==> src/rtl/twi_regs_pkg.sv <==
package twi_regs_pkg;

  typedef enum logic [1:0] {
    SLOT_STAT_TO = 2'd0,
    SLOT_DATA    = 2'd1,
    SLOT_OWN     = 2'd2,
    SLOT_CTRL    = 2'd3
  } slot_e;

  typedef struct packed {
    logic       ack_en;
    logic       enable;
    logic       start;
    logic       stop;
    logic       si;
    logic [2:0] rate;
  } ctrl_t;

  localparam logic [7:0] STAT_RESET = 8'hF8;
  localparam logic [7:0] TO_RESET   = 8'hFF;

endpackage

==> src/rtl/twi_ctrl_reg.sv <==
module twi_ctrl_reg
  import twi_regs_pkg::*;
(
  input  logic       clk,
  input  logic       rst_n,
  input  logic       wr_en,
  input  logic [7:0] wdata,
  input  logic       si_set,
  input  logic       sto_clr,
  output ctrl_t      q
);

  ctrl_t nxt;

  always_comb begin
    nxt = q;
    if (wr_en) begin
      nxt    = ctrl_t'(wdata);
      nxt.si = 1'b0;
    end
    if (sto_clr) nxt.stop = 1'b0;
    if (si_set && q.enable) nxt.si = 1'b1;
  end

  always_ff @(posedge clk) begin
    if (!rst_n) q <= '0;
    else        q <= nxt;
  end

  AST_SI_WR_CLR: assert property (@(posedge clk) disable iff (!rst_n)
    (wr_en && !si_set) |=> !q.si);
  AST_SI_NEEDS_EN: assert property (@(posedge clk) disable iff (!rst_n)
    !q.enable |-> !q.si);
  AST_STO_HW_CLR: assert property (@(posedge clk) disable iff (!rst_n)
    sto_clr |=> !q.stop);

endmodule

==> src/rtl/twi_data_reg.sv <==
module twi_data_reg #(
  parameter int DW = 8
) (
  input  logic          clk,
  input  logic          rst_n,
  input  logic          si,
  input  logic          host_wr,
  input  logic [DW-1:0] host_wdata,
  input  logic          cap_valid,
  output logic          cap_ready,
  input  logic [DW-1:0] cap_data,
  output logic [DW-1:0] q
);

  logic host_take;
  logic cap_take;

  assign cap_ready = ~si;
  assign host_take = host_wr & si;
  assign cap_take  = cap_valid & cap_ready;

  always_ff @(posedge clk) begin
    if (!rst_n)         q <= '0;
    else if (host_take) q <= host_wdata;
    else if (cap_take)  q <= cap_data;
  end

  AST_DATA_FROZEN: assert property (@(posedge clk) disable iff (!rst_n)
    (si && !host_wr) |=> $stable(q));
  AST_DATA_HOST_GATED: assert property (@(posedge clk) disable iff (!rst_n)
    (!si && !cap_valid) |=> $stable(q));

endmodule

==> src/rtl/twi_startup_timer.sv <==
module twi_startup_timer #(
  parameter int STARTUP_CYCLES = 25000
) (
  input  logic clk,
  input  logic rst_n,
  input  logic enable,
  output logic ready
);

  localparam int CW = $clog2(STARTUP_CYCLES + 1);
  localparam logic [CW-1:0] LAST = CW'(STARTUP_CYCLES);

  logic [CW-1:0] cnt;

  always_ff @(posedge clk) begin
    if (!rst_n || !enable) cnt <= '0;
    else if (cnt != LAST)  cnt <= cnt + 1'b1;
  end

  assign ready = enable & (cnt == LAST);

  AST_READY_NEEDS_EN: assert property (@(posedge clk) disable iff (!rst_n)
    ready |-> enable);
  AST_READY_SETTLES: assert property (@(posedge clk) disable iff (!rst_n)
    (ready && enable) |=> (ready || !enable));

endmodule

==> src/rtl/twi_host_regs.sv <==
module twi_host_regs
  import twi_regs_pkg::*;
#(
  parameter int STARTUP_CYCLES = 25000
) (
  input  logic       clk,
  input  logic       rst_n,
  input  logic [1:0] hst_addr,
  input  logic       hst_wr,
  input  logic       hst_rd,
  input  logic [7:0] hst_wdata,
  output logic [7:0] hst_rdata,
  output logic       irq_n,
  input  logic       eng_stat_we,
  input  logic [7:0] eng_stat,
  input  logic       eng_si_set,
  input  logic       eng_sto_clr,
  input  logic       eng_cap_valid,
  output logic       eng_cap_ready,
  input  logic [7:0] eng_cap_data,
  output logic [7:0] tx_data,
  output logic [7:0] cfg_timeout,
  output logic [6:0] cfg_own_addr,
  output logic       cfg_ack_en,
  output logic       cfg_enable,
  output logic       cfg_start,
  output logic       cfg_stop,
  output logic       cfg_si,
  output logic [2:0] cfg_rate,
  output logic       eng_ready,
  output logic       eng_hold
);

  slot_e slot;
  logic  wr_to, wr_data, wr_own, wr_ctrl;
  logic [7:0] status_q, timeout_q, own_q;
  ctrl_t ctrl_q;

  assign slot    = slot_e'(hst_addr);
  assign wr_to   = hst_wr && (slot == SLOT_STAT_TO);
  assign wr_data = hst_wr && (slot == SLOT_DATA);
  assign wr_own  = hst_wr && (slot == SLOT_OWN);
  assign wr_ctrl = hst_wr && (slot == SLOT_CTRL);

  always_ff @(posedge clk) begin
    if (!rst_n) begin
      status_q  <= STAT_RESET;
      timeout_q <= TO_RESET;
      own_q     <= '0;
    end else begin
      if (eng_stat_we) status_q  <= eng_stat;
      if (wr_to)       timeout_q <= hst_wdata;
      if (wr_own)      own_q     <= hst_wdata;
    end
  end

  twi_ctrl_reg u_ctrl (
    .clk     (clk),
    .rst_n   (rst_n),
    .wr_en   (wr_ctrl),
    .wdata   (hst_wdata),
    .si_set  (eng_si_set),
    .sto_clr (eng_sto_clr),
    .q       (ctrl_q)
  );

  twi_data_reg #(.DW(8)) u_data (
    .clk        (clk),
    .rst_n      (rst_n),
    .si         (ctrl_q.si),
    .host_wr    (wr_data),
    .host_wdata (hst_wdata),
    .cap_valid  (eng_cap_valid),
    .cap_ready  (eng_cap_ready),
    .cap_data   (eng_cap_data),
    .q          (tx_data)
  );

  twi_startup_timer #(.STARTUP_CYCLES(STARTUP_CYCLES)) u_timer (
    .clk    (clk),
    .rst_n  (rst_n),
    .enable (ctrl_q.enable),
    .ready  (eng_ready)
  );

  always_comb begin
    hst_rdata = '0;
    if (hst_rd) begin
      unique case (slot)
        SLOT_STAT_TO: hst_rdata = status_q;
        SLOT_DATA:    hst_rdata = tx_data;
        SLOT_OWN:     hst_rdata = own_q;
        SLOT_CTRL:    hst_rdata = ctrl_q;
        default:      hst_rdata = '0;
      endcase
    end
  end

  assign irq_n        = ~(ctrl_q.si & ctrl_q.enable);
  assign cfg_timeout  = timeout_q;
  assign cfg_own_addr = own_q[7:1];
  assign cfg_ack_en   = ctrl_q.ack_en;
  assign cfg_enable   = ctrl_q.enable;
  assign cfg_start    = ctrl_q.start;
  assign cfg_stop     = ctrl_q.stop;
  assign cfg_si       = ctrl_q.si;
  assign cfg_rate     = ctrl_q.rate;
  assign eng_hold     = ~ctrl_q.enable;

  AST_STATUS_HOST_RO: assert property (@(posedge clk) disable iff (!rst_n)
    !eng_stat_we |=> $stable(status_q));
  AST_TO_WRITE_ONLY: assert property (@(posedge clk) disable iff (!rst_n)
    !wr_to |=> $stable(cfg_timeout));
  AST_IRQ_FOLLOWS_SI: assert property (@(posedge clk) disable iff (!rst_n)
    (!irq_n) |-> (cfg_si && cfg_enable));
  AST_RDATA_IDLE: assert property (@(posedge clk) disable iff (!rst_n)
    !hst_rd |-> (hst_rdata == 8'h00));

endmodule

==> config.mk <==
export PLATFORM = sky130hd
export DESIGN_NAME = twi_host_regs
export DESIGN_NICKNAME = d
export VERILOG_FILES = /design/src/rtl/twi_regs_pkg.sv /design/src/rtl/twi_ctrl_reg.sv /design/src/rtl/twi_data_reg.sv /design/src/rtl/twi_startup_timer.sv /design/src/rtl/twi_host_regs.sv
export SDC_FILE = /design/constraint.sdc
export NUM_CORES = 1
export LEC_CHECK = 0
export BUFFER_PORTS_ARGS = -buffer_cell sky130_fd_sc_hd__buf_2
export CAP_MARGIN = 10
export CORE_AREA = 3 3 90 92
export DETAILED_ROUTE_END_ITERATION = 10
export DIE_AREA = 0 0 93 95
export GPL_TIMING_DRIVEN = 0
export PLACE_DENSITY = 0.55
export SETUP_SLACK_MARGIN = 0.3
export SLEW_MARGIN = 20
export SYNTH_ARGS = -nofsm -noshare
export SYNTH_HDL_FRONTEND = slang
export SYNTH_SLANG_ARGS = --single-unit
==> constraint.sdc <==
create_clock -name clk -period 1.9 [get_ports clk]
set_clock_uncertainty 0.15 [all_clocks]
set_input_delay 0.19 -clock clk [delete_from_list [all_inputs] [get_ports clk]]
set_output_delay 0.19 -clock clk [all_outputs]
set_load 0.03 [all_outputs]
* Yosys cells after proc, flatten, opt, wreduce, memory -nomap -nowiden
Index checks and enable logic that the tools add are counted.
Storage, ports and cells: memories 0, flip-flop bits (word level) 55, RAM bits 0, output and inout bits 43, bits of input ports 34, memory bits (read-only) 0, bits in latches 0, logic and storage cells 43
Cells by class: shift-type cells 0, order comparisons 0, reductions and logical operators 12, $add $sub $neg 1, equality and inequality tests 5, bitwise operators 8, multiply operators 0, div/mod/pow operators 0, muxes and demuxes 6
Operators with widths (count):
- $pmux W8 S4 | 1
- $mux W8 | 3
- $add A15 B1 Y15 const B | 1
- $eq A15 B15 Y1 const B | 1
- $ne A15 B15 Y1 const B | 1
- $logic_and A1 B1 Y1 | 5
- $and A1 B1 Y1 | 4
- $eq A2 B2 Y1 const B | 2
- $mux W4 | 1
- $not A1 Y1 | 4
- $reduce_bool A2 Y1 | 2
- $eq A2 B1 Y1 const B | 1
- $logic_not A1 Y1 | 2
- $logic_not A2 Y1 | 1
- $reduce_or A2 Y1 | 1
- $logic_or A1 B1 Y1 | 1
- $mux W1 | 1

* Longest topological paths before layout
word-level depth 4, mapped depth 5, depth with buffers taken out 5

* Cells and area by module
A second synthesis with hierarchy kept.
Second synthesis, totals: cell total of the unflattened synthesis 292, area, all modules 2785.2 µm²
Modules (own cells, without submodules):
- twi_host_regs | cells each 139, sequential area each 480.5 µm², area each 1330.0 µm², times used 1
- twi_startup_timer | cells each 91, sequential area each 300.3 µm², area each 787.0 µm², times used 1
- twi_data_reg | cells each 36, sequential area each 160.2 µm², area each 359.1 µm², times used 1
- twi_ctrl_reg | cells each 26, sequential area each 160.2 µm², area each 309.0 µm², times used 1

* Worst setup path before layout
No wires, ideal clock.
path kind reg-to-output, from reg u_timer.cnt[2], to out eng_ready, required time 1.560 ns, arrival 1.533 ns, buffers on the path 0, setup slack 0.027 ns, stages on the path, launching flop included 4, path through dfxtp_1 > or4_4 > nor4_4 > and2_2
Between the ends: cells in the longest elaborated chain, start to end 2
RTL lines:
- start, declared | RTL line twi_startup_timer.sv:13 | logic [CW-1:0] cnt;
- start signal, assigned | RTL line twi_startup_timer.sv:17 | else if (cnt != LAST) cnt <= cnt + 1'b1;
- $eq A15 B15 Y1 | RTL line twi_startup_timer.sv:20 | assign ready = enable & (cnt == LAST);
- $and A1 B1 Y1 | RTL line twi_startup_timer.sv:20
- end, declared | RTL line twi_host_regs.sv:30 | output logic eng_ready,
No other way between the ends.

* Worst setup path in the final report
Same ends and word-level chain as after synthesis.

==> run summary <==
Status -> finished with violations
Failing checks -> negative setup slack
Vias in the first global route -> 2317
Clk pwr share -> 29.7%
# fillers -> 723
YS warnings -> 0
Worst-Margin Slew -> 0.6711 ns
Chip width -> 93 µm
Mapped Cells -> 270
Reg power frac -> 53.0%
Share of layout cells above drive strength 1 -> 45.64%
Reg2reg start -> u_timer.cnt[2]
Worst stage delay on the critical path -> 0.53 ns
Critical path launch point type -> flop
DRT Pass-1 Iters -> 4
WS Path Type -> flop to output pin
CP endpoint kind -> output pin
Core box area -> 0.007292 mm²
Switch share -> 27.18%
Top cell family by delay on the critical path -> simple AND/OR/NAND/NOR gates
Routed Antenna Nets -> 0
#FFs+latches synth -> 55
Share of the synthesized area in the top cell type -> 42.97%
CTS sink cnt -> 55
Hold Path Sink -> cfg_timeout[5]
First-pass GRT wire length -> 11.57 mm
Dpl ws -> -0.1763 ns
Clock root buffer master -> clkbuf_8
Die area -> 0.008835 mm²
CTS Buffer Depth -> 2
RSZ-0062 raised after global routing -> true
Grt total ovfl -> 0
Worst hold path type -> primary input to flop
Drt via density -> 4.867
Dominant cells by area after synthesis -> dfxtp_1 43%, mux2i_1 14%, mux4_2 7.0%, nand2_1 5.1%, nor2_1 4.1%
Initial DRC count -> 71
Clk_lat worst skew -> 0.31 ns
Worst-path cell with the longest stage delay -> or4_4
Leak pwr -> 1.709 nW
Slew HR -> 55.26%
H-Tree Depth -> 2
R2R Path End -> u_timer.cnt[1]
R2R setup slack -> -0.03 ns
Worst EP arrival -> 1.81 ns
Setup TNS -> -0.3021 ns
Register-to-Register Path Depth -> 6
HP Start -> hst_wdata[5]
Via count -> 2380
MaxCap Viol Count -> 0
PortBufs -> 74
CP bufs+invs -> 1
Area occupied by registers -> 0.001136 mm²
Final nets -> 425
Worst-path clk slew -> 0.10 ns
Final Hold Viols -> 0
Drt total wl -> 7.360 mm
Max Slew Vio Count -> 0
Psw -> 0.6233 mW
Worst VDD drop -> 0.0002759 V
Hold Path Depth -> 3
Area leader, netlist -> dfxtp_1
Row Count -> 31
Largest net degree at the start of global routing -> 17
Mapped Area -> 0.002562 mm²
Area of the multi-input gates -> 0.001438 mm²
CTS Buf Count -> 5
WL per Instance -> 15.05 µm
Final min period -> 2.149 ns
CP Cell Sequence -> or4_4 -> nor4_4 -> and2_4 -> buf_6
Setup slack after layout -> -0.2495 ns
Post-DP HPWL -> 5.085 mm
Tot GR Track Use -> 16.87%
Die H -> 95 µm
Cell variety after synth -> 36
Layout area overhead -> 44.63%
Sequential fraction of the synthesis area -> 42.97%
Achievable Freq -> 0.4652 GHz
DRC -> 0
Antenna Cells -> 0
Io pins -> 77
Initial antenna violation count -> 0
Syn_nets -> 306
Worst EP required -> 1.56 ns
Setup Viol. Count Final -> 3
RePlAce Congestion -> 0.7519
PD cells -> 618.8 mW/mm²
CTS tree -> done
Syn Area/Cell -> 9.491 µm²
Comb pwr share -> 17.3%
Crit-path max FO -> 2
Period utilisation layout -> 113.1%
Int Power -> 1.670 mW
Initial Util -> 35.14%
==> synthesized netlist by cell type <==
master    instances
inv_1             7
or4_4             1
nor2b_1           1
nand3_1          15
o31ai_1           4
or3_1             3
nand2b_1          3
a22oi_1           1
ha_1              2
nand4_1           2
o22ai_1           1
nand3b_1          1
and2_1            9
nor2_1           28
o21ai_0           3
or3_2             1
nor4_4            1
and2_2            1
or3b_2            1
or4_1             4
nor3_1            1
xor2_1            2
nor3b_2           1
dfxtp_1          55
or4bb_1           1
mux2i_1          36
buf_4             8
nand4b_1          2
clkbuf_1         11
nand2_1          35
a21oi_1           7
buf_2             2
a211oi_1          8
mux4_2            8
nor4_1            3
clkinv_1          1
==> worst min-delay path: cells and delay by family <==
kind | cells | cell delay, ns
buffers and inverters | 1 | 0.13
and+or+nand+nor | 2 | 0.12
==> state kept, by name, summed over array words and instances, names as in the netlist <==
| name | cells |
|---|---|
| cfg_timeout | 8 |
| own_q | 8 |
| status_q | 8 |
| u_ctrl.q | 8 |
| u_data.q | 8 |
| u_timer.cnt | 15 |
==> cells by family (layout without fill, tap and decap cells) <==
kind of cell	count (synthesis)	in the layout	synth area share, %
flops	55	55	42.97
mux	44	44	21.09
simple gates	114	114	22.75
fa+ha+maj	2	2	0.9764
buf+inv	29	149	5.518
compound gates	24	24	6.006
xor+xnor	2	2	0.6837
==> layer usage <==
metal / wire (µm) / vias up / track usage (%)
met5: 0 / - / 0
met4: 74 / 0 / 4.151
met3: 334 / 7 / 3.904
met2: 3578 / 57 / 28.61
met1: 3371 / 1138 / 21.75
li1: - / 1178 / -
==> cell usage in the layout (no fill, tap or decap), types with 2 or more instances in the layout <==
master,synthesis,layout
buf_2,2,68
mux2i_1,36,36
nand2_1,35,34
dfxtp_1,55,33
buf_4,8,31
nor2_1,28,28
dfxtp_2,0,19
nand3_1,15,15
buf_6,0,14
dlygate4sd3_1,0,10
and2_4,0,9
clkbuf_1,11,9
mux4_2,8,8
a211oi_1,8,8
inv_1,7,7
clkbuf_8,0,6
a21oi_1,7,5
nor4_4,1,4
or4_4,1,3
nand2b_1,3,3
o31ai_1,4,3
o21ai_0,3,3
dfxtp_4,0,3
nand4b_1,2,2
nand4_1,2,2
a21oi_2,0,2
or4_1,4,2
or3_1,3,2
xor2_1,2,2
ha_1,2,2
==> power by group through the flow <==
stage / clock network [mW] / registers (mW) / logic, mW
3_3_place_gp: 0 / 1.25 / 0.338
3_5_place_dp: 0 / 1.25 / 0.341
6_report: 0.681 / 1.22 / 0.396
4_1_cts: 0.711 / 1.22 / 0.398
5_1_grt: 0.761 / 1.22 / 0.426
2_1_floorplan: 0 / 1.29 / 0.174
==> worst max path at each step <==
stage	slack [ns]	startpoint	endpoint	depth (start not counted)
after floorplan	0.09	u_timer.cnt[10]	eng_ready	3
after global placement	-0.17	u_timer.cnt[3]	eng_ready	4
after detailed placement	-0.18	u_timer.cnt[3]	eng_ready	4
after CTS	-0.27	u_timer.cnt[2]	eng_ready	4
after global routing	-0.33	u_timer.cnt[2]	eng_ready	4
final	-0.25	u_timer.cnt[2]	eng_ready	4
==> what timing repair did <==
action	CTS	global route
pin swaps	6	10
gates cloned	0	0
gates resized for setup	62	16
hold buffers	10	0
setup buffers	21	7
hold endpoints to repair	10	0
endpoints found under the setup margin	26	23
==> metrics by stage <==
step	hold WS (ns)	total power, mW	utilization, %	cells	instance area (µm²)
2_1_floorplan	0.1193	1.464	-	270	2570
3_3_place_gp	0.2056	1.587	42.02	443	3064
3_5_place_dp	0.2085	1.589	42.02	443	3064
4_1_cts	0.004165	2.324	49.19	482	3587
5_1_grt	0.01742	2.408	50.82	489	3706
6_report	0.007146	2.293	50.82	489	3706
==> layout make-up <==
class / instances / area share (%)
multi-input cells: 186 / 38.79
flip-flops and latches: 55 / 30.66
clock inverters: 1 / 0.2363
clock buffers: 7 / 2.330
plain buffers: 21 / 3.545
well taps: 99 / 3.342
inverters: 8 / 0.8103
repair buffers: 112 / 20.29
No activity file was read; power rests on OpenSTA's default activity.
